$ cat config.mk
export PLATFORM = sky130hd
export DESIGN_NAME = i2c_mailbox_master
export DESIGN_NICKNAME = d
export VERILOG_FILES = /design/src/rtl/i2cmb_pkg.sv /design/src/rtl/i2cmb_tick.sv /design/src/rtl/i2cmb_engine.sv /design/src/rtl/i2c_mailbox_master.sv
export SDC_FILE = /design/constraint.sdc
export NUM_CORES = 1
export LEC_CHECK = 0
export BUFFER_PORTS_ARGS = -buffer_cell sky130_fd_sc_hd__clkbuf_2
export CORE_ASPECT_RATIO = 0.75
export CORE_MARGIN = 8
export CORE_UTILIZATION = 66
export CTS_BUF_LIST = sky130_fd_sc_hd__clkbuf_8
export CTS_CLUSTER_SIZE = 10
export DETAILED_ROUTE_END_ITERATION = 8
export MAX_ROUTING_LAYER = met4
export PLACE_DENSITY = 0.88
export SYNTH_ARGS = -nofsm -noshare
export SYNTH_HDL_FRONTEND = slang
export SYNTH_HIERARCHICAL = 1
export SYNTH_SLANG_ARGS = --single-unit
export TNS_END_PERCENT = 30
$ cat constraint.sdc
create_clock -name clk -period 5.8 [get_ports clk]
set_input_delay 1.16 -clock clk [delete_from_list [all_inputs] [get_ports clk]]
set_output_delay 1.16 -clock clk [all_outputs]
set_load 0.01 [all_outputs]
$ cat src/rtl/i2cmb_pkg.sv
`timescale 1ns/1ps
// Shared definitions for the register-window I2C master: register offsets,
// event bit positions, decoded command fields and engine states.
package i2cmb_pkg;
    localparam logic [3:0] OFS_STAT = 4'h0;
    localparam logic [3:0] OFS_IEN  = 4'h2;
    localparam logic [3:0] OFS_WEXT = 4'h4;
    localparam logic [3:0] OFS_CMD  = 4'h6;
    localparam logic [3:0] OFS_REXT = 4'h8;
    localparam logic [3:0] OFS_BUSY = 4'hA;

    typedef struct packed {
        logic [6:0] addr;
        logic       rd;
        logic       two;
        logic       nodata;
        logic       hold;
    } cmd_t;

    typedef enum logic [1:0] {ST_IDLE, ST_START, ST_BYTE, ST_STOP} st_e;

    // Native-mode check on the command word
    function automatic logic cmd_valid(input logic [15:0] w);
        return w[15:14] == 2'b10;
    endfunction

    // Split a command word into its fields
    function automatic cmd_t cmd_decode(input logic [15:0] w);
        cmd_t c;
        c.addr   = w[7:1];
        c.rd     = ~w[10];
        c.two    = w[11];
        c.nodata = w[12];
        c.hold   = w[13];
        return c;
    endfunction
endpackage

$ cat src/rtl/i2cmb_tick.sv
`timescale 1ns/1ps
// Quarter-bit prescaler. Assumes QDIV >= 1. The count restarts whenever en is
// low, so the first tick comes QDIV cycles after a transaction begins.
module i2cmb_tick #(
    parameter int QDIV = 125
) (
    input  logic clk,
    input  logic rst_n,
    input  logic en,
    output logic tick
);
    localparam int W = (QDIV > 1) ? $clog2(QDIV) : 1;
    localparam logic [W-1:0] LAST = W'(QDIV - 1);

    logic [W-1:0] cnt;

    assign tick = en && (cnt == LAST);

    // Count clock cycles within one quarter bit
    always_ff @(posedge clk) begin
        if (!rst_n || !en || tick) cnt <= '0;
        else                       cnt <= cnt + 1'b1;
    end
endmodule

$ cat src/rtl/i2cmb_engine.sv
`timescale 1ns/1ps
// Bit-level SCL/SDA sequencer. Each bus bit is split into four quarters:
// set SDA (SCL low), release SCL, sample SDA, pull SCL low. It assumes
// no clock stretching and a single master. go is taken only when idle.
module i2cmb_engine
    import i2cmb_pkg::*;
#(
    parameter int QDIV = 125
) (
    input  logic        clk,
    input  logic        rst_n,
    input  logic        go_i,
    input  cmd_t        cmd_i,
    input  logic [15:0] wdat_i,
    input  logic        sda_i,
    output logic        busy_o,
    output logic        done_o,
    output logic        err_o,
    output logic        rd_o,
    output logic [15:0] rdat_o,
    output logic        scl_oe_o,
    output logic        sda_oe_o
);
    st_e        st_q;
    logic [1:0] q;
    logic [3:0] bitn;
    logic [1:0] byten;
    logic [7:0] sh;
    logic       nack_q, held_q;
    cmd_t       cmd_q;
    logic       tick;
    logic [1:0] last_idx;
    logic       txb;

    i2cmb_tick #(.QDIV(QDIV)) u_tick (
        .clk(clk), .rst_n(rst_n), .en(st_q != ST_IDLE), .tick(tick)
    );

    assign last_idx = cmd_q.nodata ? 2'd0 : (cmd_q.two ? 2'd2 : 2'd1);
    assign txb      = (byten == 2'd0) || !cmd_q.rd;
    assign busy_o   = (st_q != ST_IDLE);
    assign rd_o     = cmd_q.rd;

    // Sequence START, bytes with acknowledge, and STOP or hold
    always_ff @(posedge clk) begin
        if (!rst_n) begin
            st_q <= ST_IDLE; q <= '0; bitn <= '0; byten <= '0; sh <= '0;
            nack_q <= 1'b0; held_q <= 1'b0; cmd_q <= '0; done_o <= 1'b0;
            err_o <= 1'b0; rdat_o <= '0; scl_oe_o <= 1'b0; sda_oe_o <= 1'b0;
        end else begin
            done_o <= 1'b0;
            if (st_q == ST_IDLE) begin
                q <= '0;
                if (go_i) begin
                    cmd_q  <= cmd_i;
                    err_o  <= 1'b0;
                    rdat_o <= '0;
                    st_q   <= ST_START;
                end
            end else if (tick) begin
                q <= q + 1'b1;
                case (st_q)
                    ST_START: begin
                        case (q)
                            2'd0: sda_oe_o <= 1'b0;
                            2'd1: scl_oe_o <= 1'b0;
                            2'd2: sda_oe_o <= 1'b1;
                            default: begin
                                scl_oe_o <= 1'b1;
                                st_q     <= ST_BYTE;
                                bitn     <= '0;
                                byten    <= '0;
                                sh       <= {cmd_q.addr, cmd_q.rd};
                            end
                        endcase
                    end
                    ST_BYTE: begin
                        case (q)
                            2'd0: sda_oe_o <= (bitn < 4'd8) ? (txb & ~sh[7])
                                            : (!txb && byten != last_idx);
                            2'd1: scl_oe_o <= 1'b0;
                            2'd2: begin
                                if (bitn < 4'd8) sh <= {sh[6:0], sda_i};
                                else             nack_q <= sda_i;
                            end
                            default: begin
                                scl_oe_o <= 1'b1;
                                if (bitn < 4'd8) begin
                                    bitn <= bitn + 1'b1;
                                end else begin
                                    if (!txb && byten == 2'd1) rdat_o[7:0]  <= sh;
                                    if (!txb && byten == 2'd2) rdat_o[15:8] <= sh;
                                    if (txb && nack_q) begin
                                        err_o <= 1'b1;
                                        st_q  <= ST_STOP;
                                    end else if (byten == last_idx) begin
                                        if (cmd_q.hold) begin
                                            st_q   <= ST_IDLE;
                                            held_q <= 1'b1;
                                            done_o <= 1'b1;
                                        end else begin
                                            st_q <= ST_STOP;
                                        end
                                    end else begin
                                        byten <= byten + 1'b1;
                                        bitn  <= '0;
                                        sh    <= (byten == 2'd0) ? wdat_i[7:0] : wdat_i[15:8];
                                    end
                                end
                            end
                        endcase
                    end
                    default: begin
                        case (q)
                            2'd0: sda_oe_o <= 1'b1;
                            2'd1: scl_oe_o <= 1'b0;
                            2'd2: sda_oe_o <= 1'b0;
                            default: begin
                                st_q   <= ST_IDLE;
                                held_q <= 1'b0;
                                done_o <= 1'b1;
                            end
                        endcase
                    end
                endcase
            end
        end
    end


    // sda_only_low_scl_chk
    sda_only_low_scl_chk: assert property (@(posedge clk) disable iff (!rst_n)
        (!scl_oe_o && !$past(scl_oe_o) && (sda_oe_o != $past(sda_oe_o)))
        |-> (st_q == ST_START || st_q == ST_STOP));


    released_idle_chk: assert property (@(posedge clk) disable iff (!rst_n)
        (st_q == ST_IDLE && !held_q) |-> (!scl_oe_o && !sda_oe_o));


    hold_keeps_scl_chk: assert property (@(posedge clk) disable iff (!rst_n)
        (done_o && cmd_q.hold && !err_o) |-> scl_oe_o);


    cmd_frozen_chk: assert property (@(posedge clk) disable iff (!rst_n)
        (st_q != ST_IDLE) |=> $stable(cmd_q));
endmodule

$ cat src/rtl/i2c_mailbox_master.sv
`timescale 1ns/1ps
// Register-window I2C master top. It holds the event, enable and staging
// registers and decodes command writes into engine starts. It assumes a
// single-cycle write strobe and combinational reads.
module i2c_mailbox_master
    import i2cmb_pkg::*;
#(
    parameter int QDIV = 125
) (
    input  logic        clk,
    input  logic        rst_n,
    input  logic [3:0]  reg_addr,
    input  logic        reg_wr,
    input  logic [15:0] reg_wdata,
    output logic [15:0] reg_rdata,
    output logic        irq,
    output logic        scl_oe,
    output logic        sda_oe,
    input  logic        sda_in
);
    logic [2:0]  ev_q;   // {rx, tx, err} = status bits 15..13
    logic [2:0]  ien_q;
    logic [15:0] wext_q;
    logic [15:0] rext;
    logic        busy, done, err, rd, go;

    assign go = reg_wr && (reg_addr == OFS_CMD) && cmd_valid(reg_wdata) && !busy;

    i2cmb_engine #(.QDIV(QDIV)) u_eng (
        .clk(clk), .rst_n(rst_n), .go_i(go), .cmd_i(cmd_decode(reg_wdata)),
        .wdat_i(wext_q), .sda_i(sda_in), .busy_o(busy), .done_o(done),
        .err_o(err), .rd_o(rd), .rdat_o(rext), .scl_oe_o(scl_oe), .sda_oe_o(sda_oe)
    );

    // Host-written enable and transmit staging registers
    always_ff @(posedge clk) begin
        if (!rst_n) begin
            ien_q  <= '0;
            wext_q <= '0;
        end else if (reg_wr) begin
            if (reg_addr == OFS_IEN)  ien_q  <= reg_wdata[15:13];
            if (reg_addr == OFS_WEXT) wext_q <= reg_wdata;
        end
    end

    // Sticky events: write-one-to-clear, a new event wins over a clear
    always_ff @(posedge clk) begin
        if (!rst_n) begin
            ev_q <= '0;
        end else begin
            ev_q <= (reg_wr && reg_addr == OFS_STAT) ? (ev_q & ~reg_wdata[15:13]) : ev_q;
            if (done) begin
                if (err)     ev_q[0] <= 1'b1;
                else if (rd) ev_q[2] <= 1'b1;
                else         ev_q[1] <= 1'b1;
            end
        end
    end

    assign irq = |(ev_q & ien_q);

    // Register read multiplexer
    always_comb begin
        case (reg_addr)
            OFS_STAT: reg_rdata = {ev_q, 13'b0};
            OFS_IEN:  reg_rdata = {ien_q, 13'b0};
            OFS_WEXT: reg_rdata = wext_q;
            OFS_REXT: reg_rdata = rext;
            OFS_BUSY: reg_rdata = {15'b0, busy};
            default:  reg_rdata = '0;
        endcase
    end


    err_event_chk: assert property (@(posedge clk) disable iff (!rst_n)
        (done && err) |=> ev_q[0]);


    tx_event_chk: assert property (@(posedge clk) disable iff (!rst_n)
        (done && !err && !rd) |=> ev_q[1]);


    rx_event_chk: assert property (@(posedge clk) disable iff (!rst_n)
        (done && !err && rd) |=> ev_q[2]);
endmodule

==> results.yml, run 1 <==
logic_synthesis:
  synth-edff-count: 0
  ys_seq_elements: 79
  ys_warn_count: 6
  synthArstFlopShare: 0
  yosys-top-cells-area: "dfxtp_1, mux2i_1, nand2_1, a21oi_1, ha_1"
  synth_area_per_cell_um2: 8.417
  synth_commonest_cells: "nand2_1, dfxtp_1, a21oi_1, mux2i_1, nand3_1"
  synth.most_common_cell: "nand2_1"
  synthesis.nets: 525
  synth_area_um2: 4108
  yosys.area.top_type_share: 0.3850
  synth_top_area_cell: "dfxtp_1"
  synthCells: 488
  yosysUniqueCellTypes: 61
  yosysSeqAreaShare: 0.3850
  synth-main-ff-cell: "dfxtp_1"
cells_and_area:
  instances_no_fill: 596
  layout-drive-gt1-share: 0.1359
  diodes: 0
  fin_util: 0.7218
  area_delta_synth_final_pct: 8.285
  final_nets: 549
worst_setup_path:
  worst_setup_path_start_kind: "input pin"
  crit_arrival_ns: 2.86
  worstPathRequired_ns: 4.64
  crit_type: "in -> out"
  crit_path_end_kind: "primary output"
  critPathMaxFanout: 14
placement:
  place_inst: 582
  gp_congestion: 0.9554
  port_buffers: 42
  dp_hpwl_mm: 7.012
route:
  post-route-drc-count: 0
  postRouteAntennaNets: 0
  drt_iter0_drc: 367
  wire_per_inst_um: 16.97
  vias: 3709
  via_per_inst: 6.223
  wl_mm: 10.12
  dr.pass1.iters: 5
clock_tree:
  numCtsBuffers: 9
  cts-htree-levels: 3
  post-cts-setup-buffer-count: 0
  clock_sinks: 79
  worstSkewPairLatency_ns: 0.35
  cts-root-buf: "clkbuf_8"
  clk_pin_slew_ns: 0.07
  cts_hold_buf: 0
  post_cts_resized: 0
  cts.path.max_buffers: 2
  cts_tree: "done"
timing:
  holdWs_ns: 0.4607
  fin_crit_ns: 4.024
  skew_ns: 0.007462
  max_slew_margin: 0.2234
  fin_crit_sh: 0.6937
  fin_tns_setup_ns: 0
  fmax_mhz: 248.5
  finalHoldViolations: 0
  tightestPinTransition_ns: 1.162
  rsz0062_at_grt: "no"
  final_max_slew_viol_count: 0
  final-setup-viol-count: 0
pwr:
  p_per_area_nw_per_um2: 221.6
  p_total_mw: 0.9857
  p_leak_nw: 1.742
  ir_drop_uv: 143.6
global_route:
  track_usage: 0.2335
  antenna_found_initial: 0
  grt_overflow: 0
  grt_max_degree: 46
  grt_pass1_vias: 3501
  grt_pass1_wl_mm: 16.77
die:
  die-width_um: 107.1
  io_pins: 43
  fp.coreArea_um2: 6162
  start_util: 0.6666
  placementRows: 25
  die_y_um: 84.32
  dieArea_um2: 9030
status:
  status: "finished clean"
job:
  drv_cap: 0
worst_hold_path:
  min_path_type: "reg -> reg"
[cells by family (layout without fill, tap and decap cells)]
| group | after synthesis | in the layout | share of synthesized area |
|---|---|---|---|
| simple gates | 185 | 185 | 0.2218 |
| compound gates | 117 | 117 | 0.1892 |
| flops | 79 | 79 | 0.3850 |
| buf+inv | 50 | 77 | 0.05818 |
| mux | 40 | 40 | 0.09778 |
| fa+ha+maj | 13 | 13 | 0.03960 |
| xor+xnor | 4 | 4 | 0.008530 |
[per-stage QoR]
step                setup WS [ns]  instance area, µm²
finish                      1.777                4448
global placement            1.926                4263
detailed placement          1.811                4263
CTS                         1.811                4448
floorplan                   2.555                4108
global route                1.711                4448
[power breakdown]
part,switching (mW),total [mW],internal (mW)
Sequential,0.00214,0.546,0.544
Clock,0.193,0.397,0.204
Combinational,0.0287,0.0423,0.0136
Total,0.224,0.986,0.762
[final timing paths]
path	startpoint	endpoint	slack (ns)	depth (start not counted)
worst min-delay path	u_eng/cmd_q[4]$_SDFFE_PN0P_	u_eng/cmd_q[4]$_SDFFE_PN0P_	0.46	2
worst min register to register	u_eng/cmd_q[4]$_SDFFE_PN0P_	u_eng/cmd_q[4]$_SDFFE_PN0P_	0.46	2
worst max register to register	u_eng/st_q[0]$_SDFFE_PN0P_	u_eng/sh[0]$_SDFFE_PN0P_	2.98	10
worst max-delay path	reg_addr[3]	reg_rdata[5]	1.78	4
[layout by cell type (no fill, tap or decap), types with 3 or more instances in the layout]
master,instances
or3_1,3
nor3_1,4
nand3_1,24
and3_1,4
a31oi_1,6
nor2_1,17
inv_1,19
mux2i_1,39
a311oi_1,8
clkbuf_2,42
dfxtp_1,79
a211oi_1,3
a21oi_1,48
a22o_1,13
o21ai_0,19
clkbuf_8,10
nand2_1,102
ha_1,13
o31ai_1,3
nand3b_1,5
nand2b_1,3
[layout make-up]
cell class	instances	area, µm²
sequential	79	1582
clock buffer	10	137.6
multi-input combinational	359	2287
inverter	20	75.07
clock inverter	4	47.55
timing repair buffer	43	217.7
tap	81	101.3
fill	468	1714
[metal layers]
layer  global-route usage  part of all wire
met5                    -                 0
met3              0.06121             0.092
met2               0.3550              0.46
met1               0.2887              0.43
met4              0.09045             0.023
[worst max-delay path, stage by stage]
cell and delay [ns]:
clkbuf_2 0.27, nor4b_2 0.99, a22o_1 0.30, clkbuf_2 0.14
[state kept, by name (all words and copies together), names as in the netlist]
| signal | count |
|---|---|
| u_eng/byten | 2 |
| u_eng/sda_oe_o | 1 |
| u_eng/st_q | 2 |
| ien_q | 3 |
| u_eng/err_o | 1 |
| u_eng/rdat_o | 16 |
| wext_q | 16 |
| u_eng/done_o | 1 |
| u_eng/scl_oe_o | 1 |
| u_eng/nack_q | 1 |
| u_eng/cmd_q | 10 |
| ev_q | 3 |
| u_eng/q | 2 |
| u_eng/bitn | 4 |
| u_eng/u_tick/cnt | 7 |
| u_eng/rd_o | 1 |
| u_eng/sh | 8 |
(Power assumes the default switching activity.)
==> inputs of run 2 (changes only) <==
- ABC_AREA: default -> 1
- CORE_UTILIZATION: 66 -> 55
- PLACE_DENSITY: 0.88 -> 0.78
- clock period: 5.8 -> 3.25 ns (I/O delays scaled with it)
==> run 2 against run 1 <==
Against the previous run: sequential cell count is the same; largest cell class unchanged; critical endpoint is now u_eng/rdat_o[6]$_SDFFE_PN0P_; clock power up 85%; routed wire length is 10% higher.
==> results.yml, run 2 <==
status:
  status: "finished clean"
worst_setup_path:
  crit_path_frequent_cell: "nand2_1"
  cpPeakStageDelay_ns: 0.40
  crit_arrival_ns: 2.90
  crit_path_end_kind: "register"
  worstPathRequired_ns: 3.46
  crit_slowest_cell: "ha_2"
  critPathMaxFanout: 14
  crit_chain: "inv_1 > ha_2 > inv_1 > nor3b_1 > nand2_1 > nor2_1 > nand2_1 > nand2_1 > o21ai_2 > nor2_4 > nor2_4 > nand2_1 > a21oi_1"
  worst_setup_path_start_kind: "register"
  crit_type: "reg -> reg"
clock_tree:
  clk_pin_slew_ns: 0.08
  clock_sinks: 79
  cts_tree: "done"
  cts.path.max_buffers: 2
  cts_hold_buf: 0
  cts-root-buf: "clkbuf_8"
  numCtsBuffers: 9
  worstSkewPairLatency_ns: 0.36
  cts-htree-levels: 3
route:
  via_per_inst: 5.466
  post-route-drc-count: 0
  wl_mm: 11.14
  wire_per_inst_um: 14.73
  vias: 4132
  postRouteAntennaNets: 0
  dr.pass1.iters: 5
  drt_iter0_drc: 473
global_route:
  grt_overflow: 0
  track_usage: 0.2197
  grt_pass1_wl_mm: 18.02
  grt_max_degree: 47
  grt_pass1_vias: 3725
  antenna_found_initial: 0
logic_synthesis:
  synth_area_per_cell_um2: 6.664
  yosysUniqueCellTypes: 35
  yosys.area.top_type_share: 0.3865
  synth-edff-count: 0
  synthMuxAreaShare: 0
  ys_seq_elements: 79
  synthSimpleGateAreaFrac: 0.3691
  synth_top_family_by_area: "simple AND/OR/NAND/NOR gates"
  synth_area_um2: 4091
  synth-main-ff-cell: "dfxtp_1"
  synth-compound-area-share: 0.1190
  yosys-top-cells-area: "dfxtp_1, nand2_1, nor2_1, a21oi_1, inv_1"
  synthArstFlopShare: 0
  synthCells: 614
  ys_warn_count: 6
  synth_top_area_cell: "dfxtp_1"
  synth_commonest_cells: "nand2_1, nor2_1, dfxtp_1, inv_1, a21oi_1"
  synthesis.nets: 651
  synth.most_common_cell: "nand2_1"
  yosys.area_share.adder: 0.03976
  synth_xor_area_frac: 0.006422
  yosysSeqAreaShare: 0.3865
placement:
  gp_congestion: 0.9507
  port_buffers: 42
  dp_hpwl_mm: 8.315
die:
  io_pins: 43
  fp.coreArea_um2: 7263
  dieArea_um2: 10480
  start_util: 0.5633
  die_y_um: 90.70
  die-width_um: 115.6
  placementRows: 27
timing:
  rsz0062_at_grt: "no"
  finalHoldViolations: 0
  fin_crit_sh: 0.8277
  final_max_slew_viol_count: 0
  skew_ns: 0.007067
  fin_tns_setup_ns: 0
  final-setup-viol-count: 0
  fmax_mhz: 371.8
  max_slew_margin: 0.4927
  fin_crit_ns: 2.690
  tightestPinTransition_ns: 0.7601
  holdWs_ns: 0.4578
cells_and_area:
  area_delta_synth_final_pct: 11.10
  final_nets: 687
  diodes: 0
  reg.largest.list: "u_eng/rdat_o: 16 flops, wext_q: 16 flops, u_eng/cmd_q: 10 flops"
  final_common_cell: "nand2_1"
  layout_common_cells: "nand2_1, nor2_1, dfxtp_1"
  layout-drive-gt1-share: 0.1282
job:
  drv_cap: 0
worst_hold_path:
  min_path_type: "reg -> reg"
pwr:
  ir_drop_uv: 282.5
  p_per_area_nw_per_um2: 397.0
  p_leak_nw: 1.859
## run 2: worst max-delay path, delay by kind of cell (launching register included)
| kind | cells | cell delay (ns) |
|---|---|---|
| adder cells (fa/ha/maj) | 1 | 0.40 |
| buffers and inverters | 2 | 0.33 |
| AND/OR/NAND/NOR | 8 | 1.30 |
| flip-flops | 1 | 0.32 |
| AO/OA/AOI/OAI | 2 | 0.19 |
## run 2: path summary, 6_finish.rpt
kind / from / endpoint / slack [ns] / depth (start not counted)
min: u_eng/u_tick/cnt[0]$_SDFF_PP0_ / u_eng/u_tick/cnt[0]$_SDFF_PP0_ / 0.46 / 1
max reg2reg: u_eng/st_q[0]$_SDFFE_PN0P_ / u_eng/rdat_o[6]$_SDFFE_PN0P_ / 0.56 / 13
max: u_eng/st_q[0]$_SDFFE_PN0P_ / u_eng/rdat_o[6]$_SDFFE_PN0P_ / 0.56 / 13
min reg2reg: u_eng/u_tick/cnt[0]$_SDFF_PP0_ / u_eng/u_tick/cnt[0]$_SDFF_PP0_ / 0.46 / 1
## run 2: kinds of logic (layout without fill, tap and decap cells)
group,count (synthesis),count (layout)
xor gates and xnor gates,3,3
AOI/OAI and AO/OA,90,90
adders and majority gates,13,13
and+or+nand+nor,350,350
buffers and inverters,79,120
DFF,79,79
## run 2: cell type report
class,count,area [µm²]
multi-input cells,456,2188
clock buffers,10,137.6
repair buffers,44,225.2
inverters,60,225.2
fillers,681,2718
clock inverters,6,61.31
flip-flops and latches,79,1582
well taps,101,126.4
## run 2: per-layer routing
metal,global-route usage,wire (µm),vias up
li1,-,-,2029
met1,0.2823,5068,1913
met2,0.3300,4960,171
met3,0.05411,887,19
met4,0.06870,223,0
met5,-,0,-
## run 2: metrics by stage
step           area (µm²)  cells  power (mW)  utilization  worst slack [ns]
2_1_floorplan        4091    614       1.052            -             1.112
3_3_place_gp         4344    740       1.087       0.5981            0.5862
3_5_place_dp         4344    740       1.089       0.5981            0.3742
4_1_cts              4543    756       1.812       0.6255            0.3479
5_1_grt              4546    756       1.877       0.6258            0.2877
6_report             4546    756       1.805       0.6258            0.5601
## run 2: where the power goes
group	total [mW]	leakage, nW	internal [mW]	switching, mW
clock network	0.736	0.0957	0.371	0.365
registers	0.979	0.637	0.973	0.00555
logic	0.0895	1.13	0.0285	0.0610
## run 2: what timing repair did
action | CTS | global route
endpoints found under the setup margin | 0 | 8
gates resized for setup | 0 | 1
setup buffers | 0 | 0
==> inputs of run 3 (changes only) <==
- CORE_UTILIZATION: 55 -> 61
- PLACE_DENSITY: 0.78 -> 0.82
- clock period: 3.25 -> 2.8 ns (I/O delays scaled with it)
==> run 3 against run 2 <==
Against the previous run: sequential share of layout area up 0.27 points; register-to-register slack worse by 0.17 ns; worst hold slack worse by 0.0062 ns; combinational power up 15%; routed wire length down 1.1%; count of clock-buffer cells in the layout down 1; design area down 0.77%; critical endpoint is now u_eng/sh[3]$_SDFFE_PN0P_; largest cell class unchanged; highest routed layer unchanged.
==> results.yml, run 3 (same netlist as run 2, synthesis figures left out) <==
cells_and_area:
  final-seq-area_um2: 1582
  area_delta_synth_final_pct: 10.24
  fillers: 587
  final_nets: 690
  reg.largest.list: "u_eng/rdat_o: 16 flops, wext_q: 16 flops, u_eng/cmd_q: 10 flops"
  instances_no_fill: 742
  final_common_cell: "nand2_1"
  layout_common_cells: "nand2_1, nor2_1, dfxtp_1"
  layout-drive-gt1-share: 0.1307
  multi_input_area_um2: 2186
  diodes: 0
pwr:
  p_per_area_nw_per_um2: 439.7
  p_total_mw: 1.983
  p_leak_nw: 1.860
  ir_drop_uv: 333.2
placement:
  gp_congestion: 0.9820
  dp_hpwl_mm: 8.114
  port_buffers: 42
  place_inst: 726
timing:
  finalHoldViolations: 0
  fin_crit_ns: 2.408
  tightestPinTransition_ns: 0.8056
  final-setup-viol-count: 0
  max_slew_margin: 0.4623
  final_max_slew_viol_count: 0
  fin_crit_sh: 0.8599
  fin_tns_setup_ns: 0
  rsz0062_at_grt: "no"
  skew_ns: 0.009549
  fmax_mhz: 415.3
die:
  io_pins: 43
  fp.coreArea_um2: 6636
  die_y_um: 86.93
  dieArea_um2: 9611
  die-width_um: 110.6
  placementRows: 26
  start_util: 0.6165
worst_setup_path:
  crit_type: "reg -> reg"
  worstPathRequired_ns: 3.05
  critPathMaxFanout: 8
  worst_setup_path_start_kind: "register"
  crit_arrival_ns: 2.66
  crit_path_end_kind: "register"
  reg2regPathDepth: 16
clock_tree:
  cts-htree-levels: 3
  cts_hold_buf: 0
  cts.path.max_buffers: 2
  post-cts-setup-buffer-count: 0
  worstSkewPairLatency_ns: 0.35
  numCtsBuffers: 9
  clk_pin_slew_ns: 0.08
  cts-root-buf: "clkbuf_8"
  post_cts_resized: 0
  clock_sinks: 79
  cts_tree: "done"
route:
  wire_per_inst_um: 14.85
  post-route-drc-count: 0
  via_per_inst: 5.540
  wl_mm: 11.02
  dr.pass1.iters: 5
  postRouteAntennaNets: 0
  drt_iter0_drc: 304
  vias: 4111
global_route:
  antenna_found_initial: 0
  grt_max_degree: 46
  grt_overflow: 0
  track_usage: 0.2340
  grt_pass1_vias: 3763
  grt_pass1_wl_mm: 18.06
worst_hold_path:
  holdPathStages: 1
  min_path_type: "reg -> reg"
status:
  status: "finished clean"
job:
  drv_cap: 0
run 3: final timing paths:
path / start / end / slack [ns]
setup / recovery: u_eng/st_q[0]$_SDFFE_PN0P_ / u_eng/sh[3]$_SDFFE_PN0P_ / 0.39
hold / removal: u_eng/u_tick/cnt[0]$_SDFF_PP0_ / u_eng/u_tick/cnt[0]$_SDFF_PP0_ / 0.45
setup reg to reg: u_eng/st_q[0]$_SDFFE_PN0P_ / u_eng/sh[3]$_SDFFE_PN0P_ / 0.39
hold reg to reg: u_eng/u_tick/cnt[0]$_SDFF_PP0_ / u_eng/u_tick/cnt[0]$_SDFF_PP0_ / 0.45
run 3: critical path, cell delays in order, from the launching register on:
cell and delay (ns):
dfxtp_1 0.34, inv_1 0.07, ha_1 0.20, inv_1 0.19, nand2_1 0.08, nor2_1 0.09, nand2_1 0.10, inv_1 0.08
inv_1 0.09, nor2_4 0.16, inv_2 0.06, nor2_2 0.09, nand4_2 0.14, nor2_2 0.35, nand3_1 0.13, nand2_1 0.09
nor2_1 0.04
run 3: layout make-up:
class                           count  share of cell area
Sequential cell                    79              0.3506
Clock inverter                      7            0.009154
Inverter                           60             0.04993
Tap cell                           84             0.02330
Clock buffer                        9             0.02746
Timing Repair Buffer               47             0.05492
Multi-Input combinational cell    456              0.4846
run 3: through the flow:
step           setup WS (ns)  area [µm²]  hold slack (ns)  utilization
6_report              0.3923        4511           0.4517       0.6797
5_1_grt              0.09138        4511           0.4657       0.6797
4_1_cts               0.4219        4511           0.4509       0.6797
3_5_place_dp          0.4306        4345           0.4354       0.6548
3_3_place_gp          0.5165        4345           0.4307       0.6548
2_1_floorplan         0.6808        4091           0.4173            -
run 3: report_power, final:
group	leakage, nW	total (mW)	switching, mW	internal, mW
registers	0.637	1.14	0.00696	1.13
clock network	0.0822	0.744	0.430	0.314
logic	1.14	0.103	0.0697	0.0333
total	1.86	1.98	0.507	1.48
run 3: metal layers:
layer | global-route usage | up-vias | routed length, µm
met1 | 0.2824 | 1862 | 4840
met5 | - | - | 0
met4 | 0.05746 | 0 | 112
met2 | 0.3672 | 202 | 4953
li1 | - | 2032 | -
met3 | 0.08264 | 15 | 1110
